===== config.mk =====
export PLATFORM = sky130hd
export DESIGN_NAME = addr_bit_latch
export DESIGN_NICKNAME = d
export VERILOG_FILES = /design/src/rtl/latch_pkg.sv /design/src/rtl/latch_addr_dec.sv /design/src/rtl/latch_bit_bank.sv /design/src/rtl/latch_out_sel.sv /design/src/rtl/latch_addr_mon.sv /design/src/rtl/addr_bit_latch.sv
export SDC_FILE = /design/constraint.sdc
export NUM_CORES = 1
export LEC_CHECK = 0
export CAP_MARGIN = 25
export CORE_UTILIZATION = 48
export CTS_CLUSTER_SIZE = 14
export DETAILED_ROUTE_END_ITERATION = 8
export DONT_BUFFER_PORTS = 1
export GPL_ROUTABILITY_DRIVEN = 0
export PLACE_DENSITY = 0.65
export SLEW_MARGIN = 20
export SYNTH_ARGS = -nofsm -noshare
export SYNTH_HDL_FRONTEND = slang
export SYNTH_SLANG_ARGS = --single-unit

===== constraint.sdc =====
create_clock -name clk -period 1.3 [get_ports clk]
set_input_delay 0.195 -clock clk [delete_from_list [all_inputs] [get_ports clk]]
set_output_delay 0.195 -clock clk [all_outputs]
set_load 0.05 [all_outputs]

===== src/rtl/latch_pkg.sv =====
package latch_pkg;

    typedef enum logic [1:0] {
        MODE_WRITE = 2'd0,
        MODE_HOLD  = 2'd1,
        MODE_ROUTE = 2'd2,
        MODE_CLEAR = 2'd3
    } mode_e;

    typedef struct packed {
        mode_e mode;
        logic  data;
    } cmd_t;

    function automatic mode_e mode_of(input logic en_n, input logic clr_n);
        case ({en_n, clr_n})
            2'b01:   return MODE_WRITE;
            2'b11:   return MODE_HOLD;
            2'b00:   return MODE_ROUTE;
            default: return MODE_CLEAR;
        endcase
    endfunction

    function automatic int unsigned bit_diff(input logic [31:0] a, input logic [31:0] b);
        int unsigned n;
        logic [31:0] x;
        x = a ^ b;
        n = 0;
        for (int i = 0; i < 32; i++) n += int'(x[i]);
        return n;
    endfunction

endpackage


===== src/rtl/latch_addr_dec.sv =====
module latch_addr_dec #(
    parameter int ADDR_W = 3,
    localparam int NOUT = 1 << ADDR_W
) (
    input  logic [ADDR_W-1:0] addr,
    output logic [NOUT-1:0]   sel
);
    for (genvar i = 0; i < NOUT; i++) begin : g_sel
        assign sel[i] = (addr == ADDR_W'(i));
    end
endmodule


===== src/rtl/latch_bit_bank.sv =====
module latch_bit_bank
    import latch_pkg::*;
#(
    parameter int NOUT = 8
) (
    input  logic            clk,
    input  logic            rst,
    input  cmd_t            cmd,
    input  logic [NOUT-1:0] sel,
    output logic [NOUT-1:0] cell_d,
    output logic [NOUT-1:0] cell_q
);
    for (genvar i = 0; i < NOUT; i++) begin : g_cell
        always_comb begin
            case (cmd.mode)
                MODE_WRITE: cell_d[i] = sel[i] ? cmd.data : cell_q[i];
                MODE_CLEAR: cell_d[i] = 1'b0;
                default:    cell_d[i] = cell_q[i];
            endcase
        end

        always_ff @(posedge clk) begin
            if (rst) cell_q[i] <= 1'b0;
            else     cell_q[i] <= cell_d[i];
        end
    end


    write_others_kept_chk: assert property (@(posedge clk) disable iff (rst)
        (cmd.mode == MODE_WRITE) |=> (((cell_q ^ $past(cell_q)) & ~$past(sel)) == '0));

    hold_stable_chk: assert property (@(posedge clk) disable iff (rst)
        (cmd.mode == MODE_HOLD) |=> $stable(cell_q));

    route_keeps_cells_chk: assert property (@(posedge clk) disable iff (rst)
        (cmd.mode == MODE_ROUTE) |=> $stable(cell_q));

    clear_cells_chk: assert property (@(posedge clk) disable iff (rst)
        (cmd.mode == MODE_CLEAR) |=> (cell_q == '0));
endmodule


===== src/rtl/latch_out_sel.sv =====
module latch_out_sel
    import latch_pkg::*;
#(
    parameter int NOUT = 8
) (
    input  logic            clk,
    input  logic            rst,
    input  cmd_t            cmd,
    input  logic [NOUT-1:0] sel,
    input  logic [NOUT-1:0] cell_d,
    output logic [NOUT-1:0] q
);
    logic [NOUT-1:0] q_d;

    always_comb begin
        case (cmd.mode)
            MODE_ROUTE: q_d = sel & {NOUT{cmd.data}};
            MODE_CLEAR: q_d = '0;
            default:    q_d = cell_d;
        endcase
    end

    always_ff @(posedge clk) begin
        if (rst) q <= '0;
        else     q <= q_d;
    end


    route_onehot_chk: assert property (@(posedge clk) disable iff (rst)
        (cmd.mode == MODE_ROUTE) |=> $onehot0(q));

    route_zero_chk: assert property (@(posedge clk) disable iff (rst)
        (cmd.mode == MODE_ROUTE && !cmd.data) |=> (q == '0));

    clear_out_chk: assert property (@(posedge clk) disable iff (rst)
        (cmd.mode == MODE_CLEAR) |=> (q == '0));
endmodule


===== src/rtl/latch_addr_mon.sv =====
module latch_addr_mon
    import latch_pkg::*;
#(
    parameter int ADDR_W = 3
) (
    input  logic              clk,
    input  logic              rst,
    input  logic              en_n,
    input  logic [ADDR_W-1:0] addr,
    output logic              flag
);
    logic [ADDR_W-1:0] last_addr;
    logic              last_ok;
    logic              wide;

    assign wide = bit_diff(32'(addr), 32'(last_addr)) > 1;

    always_ff @(posedge clk) begin
        if (rst) begin
            last_addr <= '0;
            last_ok   <= 1'b0;
            flag      <= 1'b0;
        end else begin
            last_addr <= addr;
            last_ok   <= 1'b1;
            flag      <= !en_n && last_ok && wide;
        end
    end


    flag_needs_enable_chk: assert property (@(posedge clk) disable iff (rst)
        flag |-> $past(!en_n));
endmodule


===== src/rtl/addr_bit_latch.sv =====
module addr_bit_latch
    import latch_pkg::*;
#(
    parameter int ADDR_W = 3,
    localparam int NOUT = 1 << ADDR_W
) (
    input  logic              clk,
    input  logic              rst,
    input  logic [ADDR_W-1:0] addr,
    input  logic              din,
    input  logic              en_n,
    input  logic              clr_n,
    output logic [NOUT-1:0]   q,
    output logic              multi_flip
);
    cmd_t            cmd;
    logic [NOUT-1:0] sel;
    logic [NOUT-1:0] cell_d;
    logic [NOUT-1:0] cell_q;

    assign cmd.mode = mode_of(en_n, clr_n);
    assign cmd.data = din;

    latch_addr_dec #(.ADDR_W(ADDR_W)) dec_i (
        .addr (addr),
        .sel  (sel)
    );

    latch_bit_bank #(.NOUT(NOUT)) bank_i (
        .clk    (clk),
        .rst    (rst),
        .cmd    (cmd),
        .sel    (sel),
        .cell_d (cell_d),
        .cell_q (cell_q)
    );

    latch_out_sel #(.NOUT(NOUT)) outs_i (
        .clk    (clk),
        .rst    (rst),
        .cmd    (cmd),
        .sel    (sel),
        .cell_d (cell_d),
        .q      (q)
    );

    latch_addr_mon #(.ADDR_W(ADDR_W)) mon_i (
        .clk  (clk),
        .rst  (rst),
        .en_n (en_n),
        .addr (addr),
        .flag (multi_flip)
    );


    reset_out_chk: assert property (@(posedge clk)
        rst |=> (q == '0 && !multi_flip && cell_q == '0));

    hold_out_chk: assert property (@(posedge clk) disable iff (rst)
        (cmd.mode == MODE_HOLD) |=> (q == cell_q));
endmodule


==> flow_metrics.tcl, run 1 <==
set metrics [dict create \
    status "completed" \
    synth_area_leaders "sky130_fd_sc_hd__dfxtp_1 (42%), sky130_fd_sc_hd__nand2_1 (5.9%), sky130_fd_sc_hd__mux2_2 (5.6%)" \
    period_share_pct 88.8 \
    arrival_ns 0.96 \
    fillerInstances 199 \
    regArea_um2 420 \
    htreeDepth 1 \
    antenna-diode-count 0 \
    power.leakage_nw 0.439 \
    finalSetupViolations 0 \
    power_per_standard_cell_area_mw_per_mm2 983 \
    min_period_ns 1.15 \
    peak_ir_drop_on_the_vdd_network_mv 0.601 \
    relSlewSlack_pct 67.0 \
    min_path_type "in -> reg" \
    worst_setup_path_end_kind "output pin" \
    drtIter0Drc 19 \
    route.vias.total 885 \
    drt-vias-per-instance 5.86 \
    fp.dieArea_mm2 0.00229 \
    chipHeight_um 47.9 \
    postSynthNetCount 124 \
    clk_pin_slew_ns 0.12 \
    synthArstFlopShare_pct 0 \
    hpwlAfterDp_um 1620 \
    finalMaxSlewViolations 0 \
    wl_per_cell_um 16.2 \
    clock_sinks 21 \
    ant_nets 0 \
    whs_ns 0.0265 \
    worstSetupPathType "reg -> out" \
    clock_skew_ns 0.000594 \
    clk_path_buf_depth 2 \
    postSynthCellCount 112 \
    synth_cell_type_count 36 \
    synth_area_leader "sky130_fd_sc_hd__dfxtp_1" \
    grt_start_max_net_pins 16 \
    ys_seq_elements 21 \
    number_of_antenna_violations_at_the_first_check_in_global_routing 0 \
    layout.cells.non_filler 151 \
    layout.cells.most_common "sky130_fd_sc_hd__dfxtp_1" \
    seq_area_frac_synth_pct 41.6 \
    drc_errors 0 \
    fmax_mhz 866 \
    postLayoutSetupSlackWorst_ns 0.146 \
    post_synth.cell_area_avg_um2 9.03 \
    cts_setup_buffers 0 \
    vias_in_the_first_global_route 824 \
    timing.critical_path.from_type "flop" \
    worst_setup_timing_slack_at_the_placement_stage_ns -0.139 \
    mappedNetlistArea_mm2 0.00101 \
    area_share_of_the_largest_cell_type_after_synthesis_pct 41.6 \
    final_nets 137 \
    cts_tree "done" \
    io-pin-count 17 \
    placed_cells 142 \
    drive_gt1_share_pct 16.1 \
    drt_pre_antenna_iters 4 \
    port-buffer-count 0 \
    grt-ovfl-total 0 \
    multiInputGateArea_um2 546 \
    global_route_wire_length_before_repair_um 3690 \
    clock_insertion_delay_worst_skew_ns 0.31 \
    highest_count_cells_in_the_layout_ignoring_fill_and_taps "sky130_fd_sc_hd__dfxtp_1 (21), sky130_fd_sc_hd__nand2_1 (16), sky130_fd_sc_hd__buf_4 (10), sky130_fd_sc_hd__a21oi_1 (8)" \
    globalRouteTotalUtil_pct 23.9 \
    yosysWarnings 0 \
    start_util_pct 51.5 \
    num_rows 16 \
    yosys_most_used_dff "sky130_fd_sc_hd__dfxtp_1" \
    cts_buffers 3 \
    cts_root_buffer "sky130_fd_sc_hd__clkbuf_4" \
    finalHoldViolCount 0 \
    grt_setup_unrepaired "no" \
    worst-slew-pin-transition_ns 0.494 \
    drt_wl_total_um 2450 \
    area.growth.synth_to_final_pct 16.0 \
    critPathRequiredTime_ns 1.11 \
    max-cap-violations 0 \
    totalNegativeSetupSlack_ns 0 \
    cp_max_fo 1 \
    edff_count_synth 0 \
    die_width_um 47.9 \
    area_inside_the_core_boundary_mm2 0.00196 \
]
[cells in the mapped netlist (all sizes together) (2+ instances only)]
cell type and n:
nor2b 5, nand2 16, nor4b 2, o21ai 4, o32ai 2, ha 4, a32oi 3, buf 3
dfxtp 21, xor2 3, mux2 6, clkbuf 4, nand3 2, inv 5, o221ai 2, nor3 2
nor3b 2, nand3b 3, a21oi 8
[report_power, final]
part           switching (mW)  leakage, nW  internal [mW]
registers              0.0180        0.171          0.655
clock network           0.204       0.0150          0.120
logic                  0.0760        0.253         0.0786
[per-layer routing]
layer / global-route usage [%] / wire length (um) / share of wire [%] / vias up
met4: 13.9 / 43 / 1.8 / 0
met3: 7.17 / 129 / 5.3 / 4
met5: 0 / 0 / 0 / -
li1: - / - / - / 430
met2: 36.5 / 1180 / 48 / 25
met1: 29.7 / 1090 / 45 / 426
[stage by stage]
step	power (mW)	cell area, um2	util (%)
floorplan	0.790	1020	-
detailed placement	0.823	1090	55.7
CTS	1.16	1170	59.6
finish	1.15	1170	59.8
global route	1.19	1170	59.8
global placement	0.820	1090	55.7
[timing repair]
| item | in CTS | in global routing |
|---|---|---|
| endpoints found under the hold margin | 13 | 0 |
| endpoints found under the setup margin | 0 | 4 |
| hold buffers | 5 | 0 |
| resized for setup | 0 | 1 |
[final cells by class]
type	count	share of cell area, %
flip-flops and latches	21	35.9
inverters	5	1.60
multi-input cells	79	46.5
well taps	27	2.88
clock buffers	4	2.24
repair buffers	15	10.9
[path summary, 6_finish.rpt]
check / cells after the start / from / to / slack (ns)
max: 0 / outs_i.q[5] / q[5] / 0.15
min: 2 / din / outs_i.q[5] / 0.03
max reg2reg: 4 / mon_i.last_addr[1] / mon_i.flag / 0.17
min reg2reg: 1 / mon_i.last_ok / mon_i.flag / 0.47
[registers in the layout, indices dropped and copies added (netlist names)]
| signal | count |
|---|---|
| mon_i.last_ok | 1 |
| outs_i.q | 8 |
| bank_i.cell_q | 8 |
| mon_i.flag | 1 |
| mon_i.last_addr | 3 |
[kinds of logic (layout without fill, tap and decap cells)]
kind of cell	Yosys count	after routing	synth area share, %
adder cells (fa/ha/maj)	4	4	4.95
flip-flops	21	21	41.6
XOR/XNOR	3	3	2.60
multiplexers	6	6	6.68
AND/OR/NAND/NOR	42	42	23.3
AO/OA/AOI/OAI	24	24	15.8
buffers and inverters	12	24	5.07
(Power assumes the default switching activity.)
==> inputs of run 2 (changes only) <==
CORE_MARGIN = 3   (was not set)
CORE_UTILIZATION = 52   (was 48)
PLACE_DENSITY = 0.7   (was 0.65)
==> flow_metrics.tcl, run 2 (synthesis results as in run 1) <==
set metrics [dict create \
    vias_in_the_first_global_route 874 \
    clk_pin_slew_ns 0.12 \
    grt_setup_unrepaired "no" \
    drc_errors 0 \
    regArea_um2 420 \
    period_share_pct 88.8 \
    global_route_wire_length_before_repair_um 3880 \
    power_per_standard_cell_area_mw_per_mm2 977 \
    multiInputGateArea_um2 546 \
    finalHoldViolCount 0 \
    cts_root_buffer "sky130_fd_sc_hd__clkbuf_4" \
    fillerInstances 158 \
    final_nets 136 \
    clk_path_buf_depth 2 \
    htreeDepth 1 \
    arrival_ns 1.38 \
    max-cap-violations 0 \
    wl_per_cell_um 15.2 \
    drt_pre_antenna_iters 4 \
    num_rows 15 \
    globalRouteTotalUtil_pct 20.0 \
    clock_skew_ns 0.000516 \
    highest_count_cells_in_the_layout_ignoring_fill_and_taps "sky130_fd_sc_hd__dfxtp_1 (21), sky130_fd_sc_hd__nand2_1 (16), sky130_fd_sc_hd__buf_4 (9), sky130_fd_sc_hd__a21oi_1 (8)" \
    clock_sinks 21 \
    chipHeight_um 50.1 \
    timing.hold.worst.start "din" \
    grt-ovfl-total 0 \
    finalPower_mw 1.14 \
    critPathRequiredTime_ns 1.53 \
    worst-slew-pin-transition_ns 0.480 \
    drive_gt1_share_pct 16.3 \
    final_util_pct 65.3 \
    io-pin-count 17 \
    peak_ir_drop_on_the_vdd_network_mv 0.791 \
    cts_tree "done" \
    power.share.switching_pct 25.7 \
    ant_nets 0 \
    antenna-diode-count 0 \
    timing.critical_path.from_type "input port" \
    cts_setup_buffers 0 \
    worst_setup_timing_slack_at_the_placement_stage_ns -0.147 \
    hpwlAfterDp_um 1540 \
    relative_contribution_of_sequential_cells_to_total_power_pct 59.2 \
    cp-startpoint "en_n" \
    route.vias.total 868 \
    drt-vias-per-instance 5.86 \
    start_util_pct 56.7 \
    drtIter0Drc 18 \
    layout.cells.most_common "sky130_fd_sc_hd__dfxtp_1" \
    portion_of_total_power_attributed_to_the_clock_network_pct 27.7 \
    worstSetupPathType "in -> reg" \
    finalMaxSlewViolations 0 \
    number_of_antenna_violations_at_the_first_check_in_global_routing 0 \
    power.leakage_nw 0.437 \
    postLayoutSetupSlackWorst_ns 0.146 \
    p_switching_mw 0.292 \
    intPower_mw 0.845 \
    fmax_mhz 866 \
    grt_start_max_net_pins 16 \
    drt_wl_total_um 2240 \
    p_comb_share_pct 13.1 \
    worst_setup_path_end_kind "flop" \
    critical_path.reg2reg.startpoint "mon_i.last_addr[0]" \
    clock_insertion_delay_worst_skew_ns 0.30 \
    area.growth.synth_to_final_pct 15.1 \
    fp.dieArea_mm2 0.00251 \
    die_width_um 50.1 \
    status "completed" \
    port-buffer-count 0 \
    min_path_type "in -> reg" \
    min_period_ns 1.15 \
    finalSetupViolations 0 \
    cts_buffers 3 \
    relSlewSlack_pct 67.9 \
    cp_max_fo 6 \
    area_inside_the_core_boundary_mm2 0.00178 \
    registers_with_the_highest_flip_flop_counts "bank_i.cell_q: 8 flops, outs_i.q: 8 flops, mon_i.last_addr: 3 flops" \
    totalNegativeSetupSlack_ns 0 \
]
run 2: changes by cell type in the layout (fill, tap and decap cells not counted), sizes merged:
| cell | delta |
|---|---|
| buf | -1 |
| clkbuf | -1 |
| clkinv | +1 |
run 2: through the flow:
step                      area (um2)  hold slack [ns]  instances
after global routing            1160           0.0826        148
final                           1160           0.0601        148
after floorplan                 1020            0.272        112
after detailed placement        1080            0.270        139
after CTS                       1160           0.0578        148
after global placement          1080            0.268        139
run 2: per-layer routing:
| layer | part of all wire (%) | wire (um) | track usage [%] | vias to the layer above |
|---|---|---|---|---|
| li1 | - | - | - | 424 |
| met1 | 45 | 1020 | 25.6 | 409 |
| met3 | 7.2 | 161 | 3.93 | 2 |
| met2 | 47 | 1050 | 32.6 | 33 |
| met5 | 0 | 0 | 0 | - |
| met4 | 0.53 | 12 | 7.83 | 0 |
run 2: path summary, 6_finish.rpt:
check                              endpoint  slack, ns  depth (start not counted)
worst min-delay path            outs_i.q[4]       0.06                          2
worst min register to register   mon_i.flag       0.47                          1
worst max register to register   mon_i.flag       0.21                          4
worst max-delay path            outs_i.q[5]       0.15                          5
run 2: power by group through the flow:
stage               clock network [mW]  registers, mW  logic [mW]
detailed placement                   0          0.688       0.129
global placement                     0          0.688       0.128
global route                     0.348          0.675       0.163
floorplan                            0          0.687       0.103
CTS                              0.324          0.674       0.147
finish                           0.315          0.673       0.149
run 2: final cells by class:
cell class	instances	share of cell area, %
inverters	5	1.61
flip-flops and latches	21	36.1
repair buffers	14	10.3
clock inverters	1	0.430
well taps	25	2.69
clock buffers	3	1.94
multi-input cells	79	46.9
run 2: critical path, stage by stage:
cell and delay (ns):
sky130_fd_sc_hd__inv_1 0.04, sky130_fd_sc_hd__ha_1 0.38, sky130_fd_sc_hd__nand3_1 0.25, sky130_fd_sc_hd__mux2_2 0.35
sky130_fd_sc_hd__o21ai_0 0.17
run 2: what timing repair did:
item                                   4_1_cts  5_1_grt
resized for setup                            0        1
setup endpoints to repair                    0        4
endpoints found under the hold margin       13        0
hold buffers                                 5        0
